===== src/rtl/ser_tx_pkg.sv =====
package ser_tx_pkg;
  localparam int TREE_LANES = 4;

  // Word bit index held by position pos of lane 'lane'.
  // Lanes 0/1 feed the even-index (first, third, ...) stream, lanes 2/3 the odd-index one.
  function automatic int word_bit_of(input int lane, input int pos);
    return pos * TREE_LANES + (lane % 2) * 2 + (lane / 2);
  endfunction
endpackage


===== src/rtl/ser_tx_slot_ctr.sv =====
module ser_tx_slot_ctr #(
  parameter int SLOTS = 20,
  localparam int CW = $clog2(SLOTS)
) (
  input  logic          clk,
  input  logic          rst_n,
  output logic [CW-1:0] slot,
  output logic          load_en,
  output logic          shift_en,
  output logic          sel_pair,
  output logic          sel_bit
);
  localparam logic [CW-1:0] LAST = CW'(SLOTS - 1);

  always_ff @(posedge clk or negedge rst_n) begin
    if (!rst_n)            slot <= '0;
    else if (slot == LAST) slot <= '0;
    else                   slot <= slot + 1'b1;
  end

  assign load_en  = (slot == LAST);
  assign shift_en = (slot[1:0] == 2'b11) && !load_en;
  assign sel_pair = slot[1];
  assign sel_bit  = slot[0];

  p_wrap_r3: assert property (@(posedge clk) disable iff (!rst_n)
    (slot == LAST) |=> (slot == '0));

  p_single_load_r3: assert property (@(posedge clk) disable iff (!rst_n)
    load_en |=> !load_en);
endmodule


===== src/rtl/ser_tx_lane.sv =====
module ser_tx_lane #(
  parameter int DEPTH = 5
) (
  input  logic             clk,
  input  logic             rst_n,
  input  logic             load_en,
  input  logic [DEPTH-1:0] load_val,
  input  logic             shift_en,
  output logic             head
);
  logic [DEPTH-1:0] q;

  always_ff @(posedge clk or negedge rst_n) begin
    if (!rst_n)        q <= '0;
    else if (load_en)  q <= load_val;
    else if (shift_en) q <= {1'b0, q[DEPTH-1:1]};
  end

  assign head = q[0];

  p_lane_load_r2: assert property (@(posedge clk) disable iff (!rst_n)
    load_en |=> (q == $past(load_val)));

  p_lane_shift_r2: assert property (@(posedge clk) disable iff (!rst_n)
    (shift_en && !load_en) |=> (q == {1'b0, $past(q[DEPTH-1:1])}));

  p_lane_hold_r2: assert property (@(posedge clk) disable iff (!rst_n)
    (!shift_en && !load_en) |=> $stable(q));
endmodule


===== src/rtl/ser_tx_mux_tree.sv =====
module ser_tx_mux_tree (
  input  logic [3:0] heads,
  input  logic       sel_pair,
  input  logic       sel_bit,
  output logic       ser
);
  logic first_stream;
  logic second_stream;

  always_comb begin
    first_stream  = sel_pair ? heads[1] : heads[0];
    second_stream = sel_pair ? heads[3] : heads[2];
    ser           = sel_bit ? second_stream : first_stream;
  end
endmodule


===== src/rtl/ser_word_tx.sv =====
module ser_word_tx #(
  parameter int WORD_W = 20
) (
  input  logic              clk,
  input  logic              rst_n,
  input  logic [WORD_W-1:0] word_in,
  input  logic              word_vld,
  output logic              ser_out,
  output logic              frame_start
);
  import ser_tx_pkg::*;

  localparam int LANE_D = WORD_W / TREE_LANES;
  localparam int CW     = $clog2(WORD_W);

  logic [WORD_W-1:0] hold_q;
  logic [WORD_W-1:0] load_word;
  logic              primed;
  logic [CW-1:0]     slot;
  logic              load_en;
  logic              shift_en;
  logic              sel_pair;
  logic              sel_bit;
  logic [3:0]        heads;
  logic [LANE_D-1:0] lane_load [TREE_LANES];

  // Input latch: newest strobed word waits here for the boundary.
  always_ff @(posedge clk or negedge rst_n) begin
    if (!rst_n)        hold_q <= '0;
    else if (word_vld) hold_q <= word_in;
  end

  // A strobe in the load cycle goes straight into the lanes.
  assign load_word = word_vld ? word_in : hold_q;

  always_ff @(posedge clk or negedge rst_n) begin
    if (!rst_n)       primed <= 1'b0;
    else if (load_en) primed <= 1'b1;
  end

  ser_tx_slot_ctr #(.SLOTS(WORD_W)) u_ctr (
    .clk      (clk),
    .rst_n    (rst_n),
    .slot     (slot),
    .load_en  (load_en),
    .shift_en (shift_en),
    .sel_pair (sel_pair),
    .sel_bit  (sel_bit)
  );

  for (genvar l = 0; l < TREE_LANES; l++) begin : g_lane
    for (genvar p = 0; p < LANE_D; p++) begin : g_pos
      assign lane_load[l][p] = load_word[word_bit_of(l, p)];
    end
    ser_tx_lane #(.DEPTH(LANE_D)) u_lane (
      .clk      (clk),
      .rst_n    (rst_n),
      .load_en  (load_en),
      .load_val (lane_load[l]),
      .shift_en (shift_en),
      .head     (heads[l])
    );
  end

  ser_tx_mux_tree u_tree (
    .heads    (heads),
    .sel_pair (sel_pair),
    .sel_bit  (sel_bit),
    .ser      (ser_out)
  );

  assign frame_start = primed && (slot == '0);

  p_hold_capture_r4: assert property (@(posedge clk) disable iff (!rst_n)
    word_vld |=> (hold_q == $past(word_in)));

  p_hold_keep_r6: assert property (@(posedge clk) disable iff (!rst_n)
    !word_vld |=> $stable(hold_q));

  p_first_bit_r1: assert property (@(posedge clk) disable iff (!rst_n)
    frame_start |-> (ser_out == $past(load_word[0])));

  p_fs_pulse_r3: assert property (@(posedge clk) disable iff (!rst_n)
    frame_start |=> !frame_start);

  p_quiet_r7: assert property (@(posedge clk) disable iff (!rst_n)
    !primed |-> (!ser_out && !frame_start));
endmodule


===== config.mk =====
export PLATFORM = sky130hd
export DESIGN_NAME = ser_word_tx
export DESIGN_NICKNAME = d
export VERILOG_FILES = /design/src/rtl/ser_tx_pkg.sv /design/src/rtl/ser_tx_slot_ctr.sv /design/src/rtl/ser_tx_lane.sv /design/src/rtl/ser_tx_mux_tree.sv /design/src/rtl/ser_word_tx.sv
export SDC_FILE = /design/constraint.sdc
export NUM_CORES = 1
export LEC_CHECK = 0
export BUFFER_PORTS_ARGS = -buffer_cell sky130_fd_sc_hd__buf_2
export CORE_MARGIN = 5
export CORE_UTILIZATION = 50
export DETAILED_ROUTE_END_ITERATION = 7
export MAX_ROUTING_LAYER = met4
export PLACE_DENSITY = 0.7
export SLEW_MARGIN = 20
export SYNTH_ARGS = -nofsm -noshare
export SYNTH_HDL_FRONTEND = slang
export SYNTH_HIERARCHICAL = 1
export SYNTH_SLANG_ARGS = --single-unit

===== constraint.sdc =====
create_clock -name clk -period 2.1 [get_ports clk]
set_input_delay 0.21 -clock clk [delete_from_list [all_inputs] [get_ports clk]]
set_output_delay 0.21 -clock clk [all_outputs]
set_load 0.01 [all_outputs]

==> impl_metrics.ini, run 1 <==
[synthesis]
ys_warn_count = 6
synth.largest_area_cell = dfrtp_1
synthCells = 157
seq_area_frac_synth_pct = 56.9
synth_top_area_share_pct = 56.9
synthesis.nets = 181
synth_edf_count = 0
ys.flop_type = dfrtp_1
netlist_area_um2 = 2020
synth_cell_types = 25
synthTopCellsByCount = dfrtp_1 (46), mux2_2 (20), nand2_1 (20)
async_flop_share_pct = 100
syn_avg_cell_area_um2 = 12.9
yosysMostFrequentCell = dfrtp_1
synthTopCellsByArea = dfrtp_1 (57%), mux2_2 (11%), mux2i_1 (7.9%), o21ai_1 (4.7%), buf_6 (4.5%)
synth_seq_cells = 46

[sta]
maxSlewHeadroom_pct = 62.8
slew_viol_final = 0
period_minus_slack_ns = 1.80
rsz0062_at_grt = no
skew_ns = 0.00755
hold_viol = 0
fin_crit_sh_pct = 85.6
finalSetupTns_ns = 0
setup_viol = 0
tightest_slew_ns = 0.558
fmax_mhz = 556

[route]
drt_iter0_drc = 74
first_pass_iters = 4
num_vias = 1208
vias_per_cell = 5.21
ant_nets = 0
wl_per_cell_um = 14.1
routed_wirelength_mm = 3.28
drc_errors = 0

[final_layout]
fin_nets = 205
multi_input_area_um2 = 756
final-seq-area_um2 = 1150
drive_above_1_share_pct = 36.3
antennaDiodeCount = 0
layout-area-overhead-vs-synth_pct = 13.3
n_fill_cell = 331

[power_and_ir_drop]
ir_worst_vdd_uv = 392
leakage_nw = 0.954
power_density_nw_per_um2 = 824
finalPower_mw = 1.89

[clock_tree]
clk_pin_slew_ns = 0.08
cts_tree = yes
htreeDepth = 2
cts_resized = 0
clk_latency_ns = 0.30
cts_buffers = 5
cts_sinks = 46
clockRootBuffer = clkbuf_8
cts.path.max_buffers = 2

[setup_path]
worstPathMaxFanout = 7
start_kind = flop
required_ns = 1.89
crit_path_top_delay_cell = or4b_1
reg2reg_depth = 5
end_kind = output port
r2r-end = g_lane[1].u_lane/q[1]
cp_top_family = simple AND/OR/NAND/NOR gates
cp_slowest_stage_delay_ns = 0.55
r2r_slack_ns = 0.42
crit_chain = or4b_1 > nor3_2 > buf_2
path_depth = 3
critPathArrivalTime_ns = 1.59
path_buf_inv = 1
crit_type = flop to output port
reg2reg_from = u_ctr/slot[0]

[floorplanning]
die_y_um = 73.6
core_region_area_um2 = 3970
num_rows = 23
start_util_pct = 50.9
die_x_um = 73.6
ios = 25
fp.dieArea_um2 = 5420

[worst_hold_path]
whs_endpoint = hold_q[8]
hold_start = word_in[8]
holdPathStages = 2
hp-class = input pin to flop

[placement]
place.detailed.hpwl_mm = 2.34
gp_congestion = 0.761
io_buffers = 24

[global_route]
grt-ovfl-total = 0
grt_pass1_wl_mm = 5.89
grt_max_degree = 47
antenna_found_initial = 0
grt_usage_pct = 15.0
grt_pass1_vias = 1282

[status]
outcome = complete, no violations

[flow_run]
max_cap_violations = 0
stage by stage:
stage | instances | setup WS, ns | cell area [µm²] | hold WS [ns] | utilization [%]
finish | 232 | 0.302 | 2290 | 0.155 | 57.7
floorplan | 157 | 0.629 | 2020 | -0.0856 | -
detailed placement | 223 | 0.407 | 2140 | 0.323 | 53.9
CTS | 232 | 0.268 | 2290 | 0.141 | 57.7
global route | 232 | 0.189 | 2290 | 0.141 | 57.7
global placement | 223 | 0.489 | 2140 | 0.317 | 53.9
cells by family after synthesis:
| family | after synthesis | share of synthesized area, % |
|---|---|---|
| compound gates | 25 | 7.24 |
| xor+xnor | 1 | 0.433 |
| fa+ha+maj | 1 | 0.618 |
| buf+inv | 14 | 6.06 |
| flops | 46 | 56.9 |
| mux | 37 | 20.2 |
| simple gates | 33 | 8.60 |
per-layer routing:
layer	part of all wire, %	wire [µm]	track usage [%]	vias to the layer above
li1	-	-	-	582
met1	42	1370	17.6	587
met2	49	1620	22.2	28
met3	5.3	174	4.92	11
met4	3.5	114	9.05	0
met5	0	0	-	-
worst max-delay path by stage:
stage | start | end | slack (ns)
2_1_floorplan | u_ctr/slot[1] | g_lane[0].u_lane/q[4] | 0.63
3_5_place_dp | u_ctr/slot[0] | g_lane[1].u_lane/q[3] | 0.41
4_1_cts | u_ctr/slot[2] | frame_start | 0.27
3_3_place_gp | u_ctr/slot[0] | g_lane[2].u_lane/q[1] | 0.49
6_report | u_ctr/slot[2] | frame_start | 0.30
5_1_grt | u_ctr/slot[2] | frame_start | 0.19
report_power, final:
part | switching [mW] | internal (mW)
sequential | 0.0220 | 0.946
clock | 0.283 | 0.507
combinational | 0.0627 | 0.0688
total | 0.368 | 1.52
cells in the final DEF (no fill, tap or decap), types with 2 or more instances in the layout:
cell / n
nand2b_1: 4
buf_2: 24
bufinv_16: 2
nand2_1: 20
mux2_2: 20
clkbuf_8: 6
mux2i_1: 16
nand3_1: 2
o21ai_2: 4
buf_4: 3
dfrtp_1: 46
o21ai_1: 19
what timing repair did:
item                      CTS  global route
buffers inserted            0             0
hold endpoints to repair   19             0
hold buffers                1             0
sequential cells by signal, indices dropped and copies added (netlist names):
register,count
primed,1
hold_q,20
u_ctr/slot,5
g_lane.u_lane/q,20
layout make-up:
class	count	area share (%)
Clock inverter	2	2.62
Clock buffer	6	3.60
Inverter	2	0.328
Timing Repair Buffer	29	7.53
Sequential cell	46	50.2
Tap cell	50	2.73
Multi-Input combinational cell	97	33.0
worst reg2reg max path, cell delays in order, from the launching register on:
cell,delay (ns)
dfrtp_1,0.43
ha_1,0.27
o21a_1,0.34
buf_12,0.22
mux2i_1,0.21
o21ai_1,0.09
Power figures use the tool's default switching activity.
==> run 2, diff against run 1 <==
- REMOVE_ABC_BUFFERS: unset -> 1
==> run 2 against run 1 <==
  * The flow now finishes with violations (negative hold slack)
  * Sequential power about the same
  * Die area did not move
  * Power is 13% lower
  * Sequential cell count did not move
  * Clock-buffer cell count up 1
  * Fmax shrank 0.88%
  * Register-to-register slack barely moved
  * Largest power group unchanged
==> impl_metrics.ini, run 2 (synthesis results as in run 1) <==
[clock_tree]
cts_buffers = 5
cts.path.max_buffers = 2
cts_resized = 0
htreeDepth = 2
clockRootBuffer = clkbuf_8
cts_tree = yes
cts_hold_buf = 0
clk_pin_slew_ns = 0.08
cts_sinks = 46
postCtsSetupBuffers = 0
clk_latency_ns = 0.29

[sta]
holdWs_ns = -0.0101
fmax_mhz = 551
slew_viol_final = 0
tightest_slew_ns = 0.549
period_minus_slack_ns = 1.81
hold_viol = 24
fin_crit_sh_pct = 86.4
maxSlewHeadroom_pct = 63.4
skew_ns = 0.00643
setup_viol = 0
rsz0062_at_grt = no

[route]
routed_wirelength_mm = 3.26
wl_per_cell_um = 14.1
num_vias = 1194
first_pass_iters = 4
drt_iter0_drc = 64
ant_nets = 0
vias_per_cell = 5.17
drc_errors = 0

[setup_path]
end_kind = output port
start_kind = flop
worstPathMaxFanout = 7
crit_type = flop to output port
critPathArrivalTime_ns = 1.60
reg2reg_depth = 5
required_ns = 1.89

[final_layout]
fin_area_um2 = 2220
n_fill_cell = 326
fin_nets = 204
reg.largest.list = g_lane.u_lane/q (20), hold_q (20), u_ctr/slot (5)
most-common-layout-cells = dfrtp_1 (46), buf_2 (24), mux2_2 (20), nand2_1 (20), o21ai_1 (19)
final_common_cell = dfrtp_1
drive_above_1_share_pct = 35.9
layout-area-overhead-vs-synth_pct = 9.65
antennaDiodeCount = 0
fin_cells = 231

[power_and_ir_drop]
power_density_nw_per_um2 = 738
leakage_nw = 0.924
pwr-share-comb_pct = 7.9
p_clk_share_pct = 33.0
p_switching_mw = 0.359
swShare_pct = 21.9
ir_worst_vdd_uv = 465
finalPower_mw = 1.64
seq_power_share_pct = 59.0
p_int_mw = 1.28

[flow_run]
max_cap_violations = 0

[global_route]
antenna_found_initial = 0
use_met1_pct = 16.5
met3_usage_pct = 3.56
grt-ovfl-total = 0
grt_pass1_wl_mm = 5.66
top_usage_layer = met2
grt_max_degree = 47
grt_pass1_vias = 1283
grt_usage_pct = 14.1
grt.met2_usage_pct = 22.9

[status]
outcome = finished with violations
violations = negative hold slack

[floorplanning]
start_util_pct = 50.9
fp.dieArea_um2 = 5420
die_y_um = 73.6
num_rows = 23
die_x_um = 73.6
core_region_area_um2 = 3970
ios = 25

[placement]
place.detailed.hpwl_mm = 2.26
io_buffers = 24
place_area_um2 = 2130
dp.cells = 223
gp_congestion = 0.745

[worst_hold_path]
hp-class = input pin to async pin
## run 2: cell count changes in the layout (fill, tap and decap cells not counted)
cell           previous run  this run
buf_12                    1         0
buf_4                     3         4
bufinv_16                 2         0
clkbuf_1                  0         1
clkinv_2                  0         1
dlygate4sd3_1             1         0
## run 2: cell type report
cell class	instances	area [µm²]	share of cell area (%)
clock buffers	7	86.3	3.89
clock inverters	1	5.00	0.226
inverters	2	7.51	0.338
multi-input cells	97	756	34.1
flip-flops and latches	46	1150	51.9
well taps	50	62.6	2.82
repair buffers	28	150	6.77
## run 2: final timing paths
kind,start,end,slack (ns)
max in group asynchronous,rst_n,hold_q[19],1.74
min in group clk,word_in[5],hold_q[5],0.16
min reg2reg,primed,primed,0.47
max,u_ctr/slot[2],frame_start,0.29
min,rst_n,u_ctr/slot[4],-0.01
max reg2reg,u_ctr/slot[0],g_lane[3].u_lane/q[2],0.42
## run 2: stage by stage
stage	setup slack [ns]	setup TNS, ns	util, %	hold WS (ns)
floorplan	-0.167	-1.75	-	-0.0856
global placement	0.550	0	53.6	0.319
detailed placement	0.438	0	53.6	0.330
CTS	0.265	0	55.9	0.00226
global route	0.228	0	55.9	0.0411
finish	0.286	0	55.9	-0.0101
## run 2: power groups by stage
stage          Clock, mW  Combinational [mW]  Sequential [mW]
2_1_floorplan          0              0.0746            0.978
3_3_place_gp           0               0.126            0.983
3_5_place_dp           0               0.134            0.985
4_1_cts            0.565               0.134            0.968
5_1_grt            0.599               0.148            0.974
6_report           0.541               0.130            0.967
## run 2: metal layers
layer,vias to the layer above,share of wire [%]
met5,-,0
met2,19,49
met3,7,4.8
li1,582,-
met1,586,45
met4,0,1.7
## run 2: critical path, stage by stage (launching register included)
cell,delay (ns)
dfrtp_1,0.48
or4b_1,0.55
nor3_2,0.12
buf_2,0.16
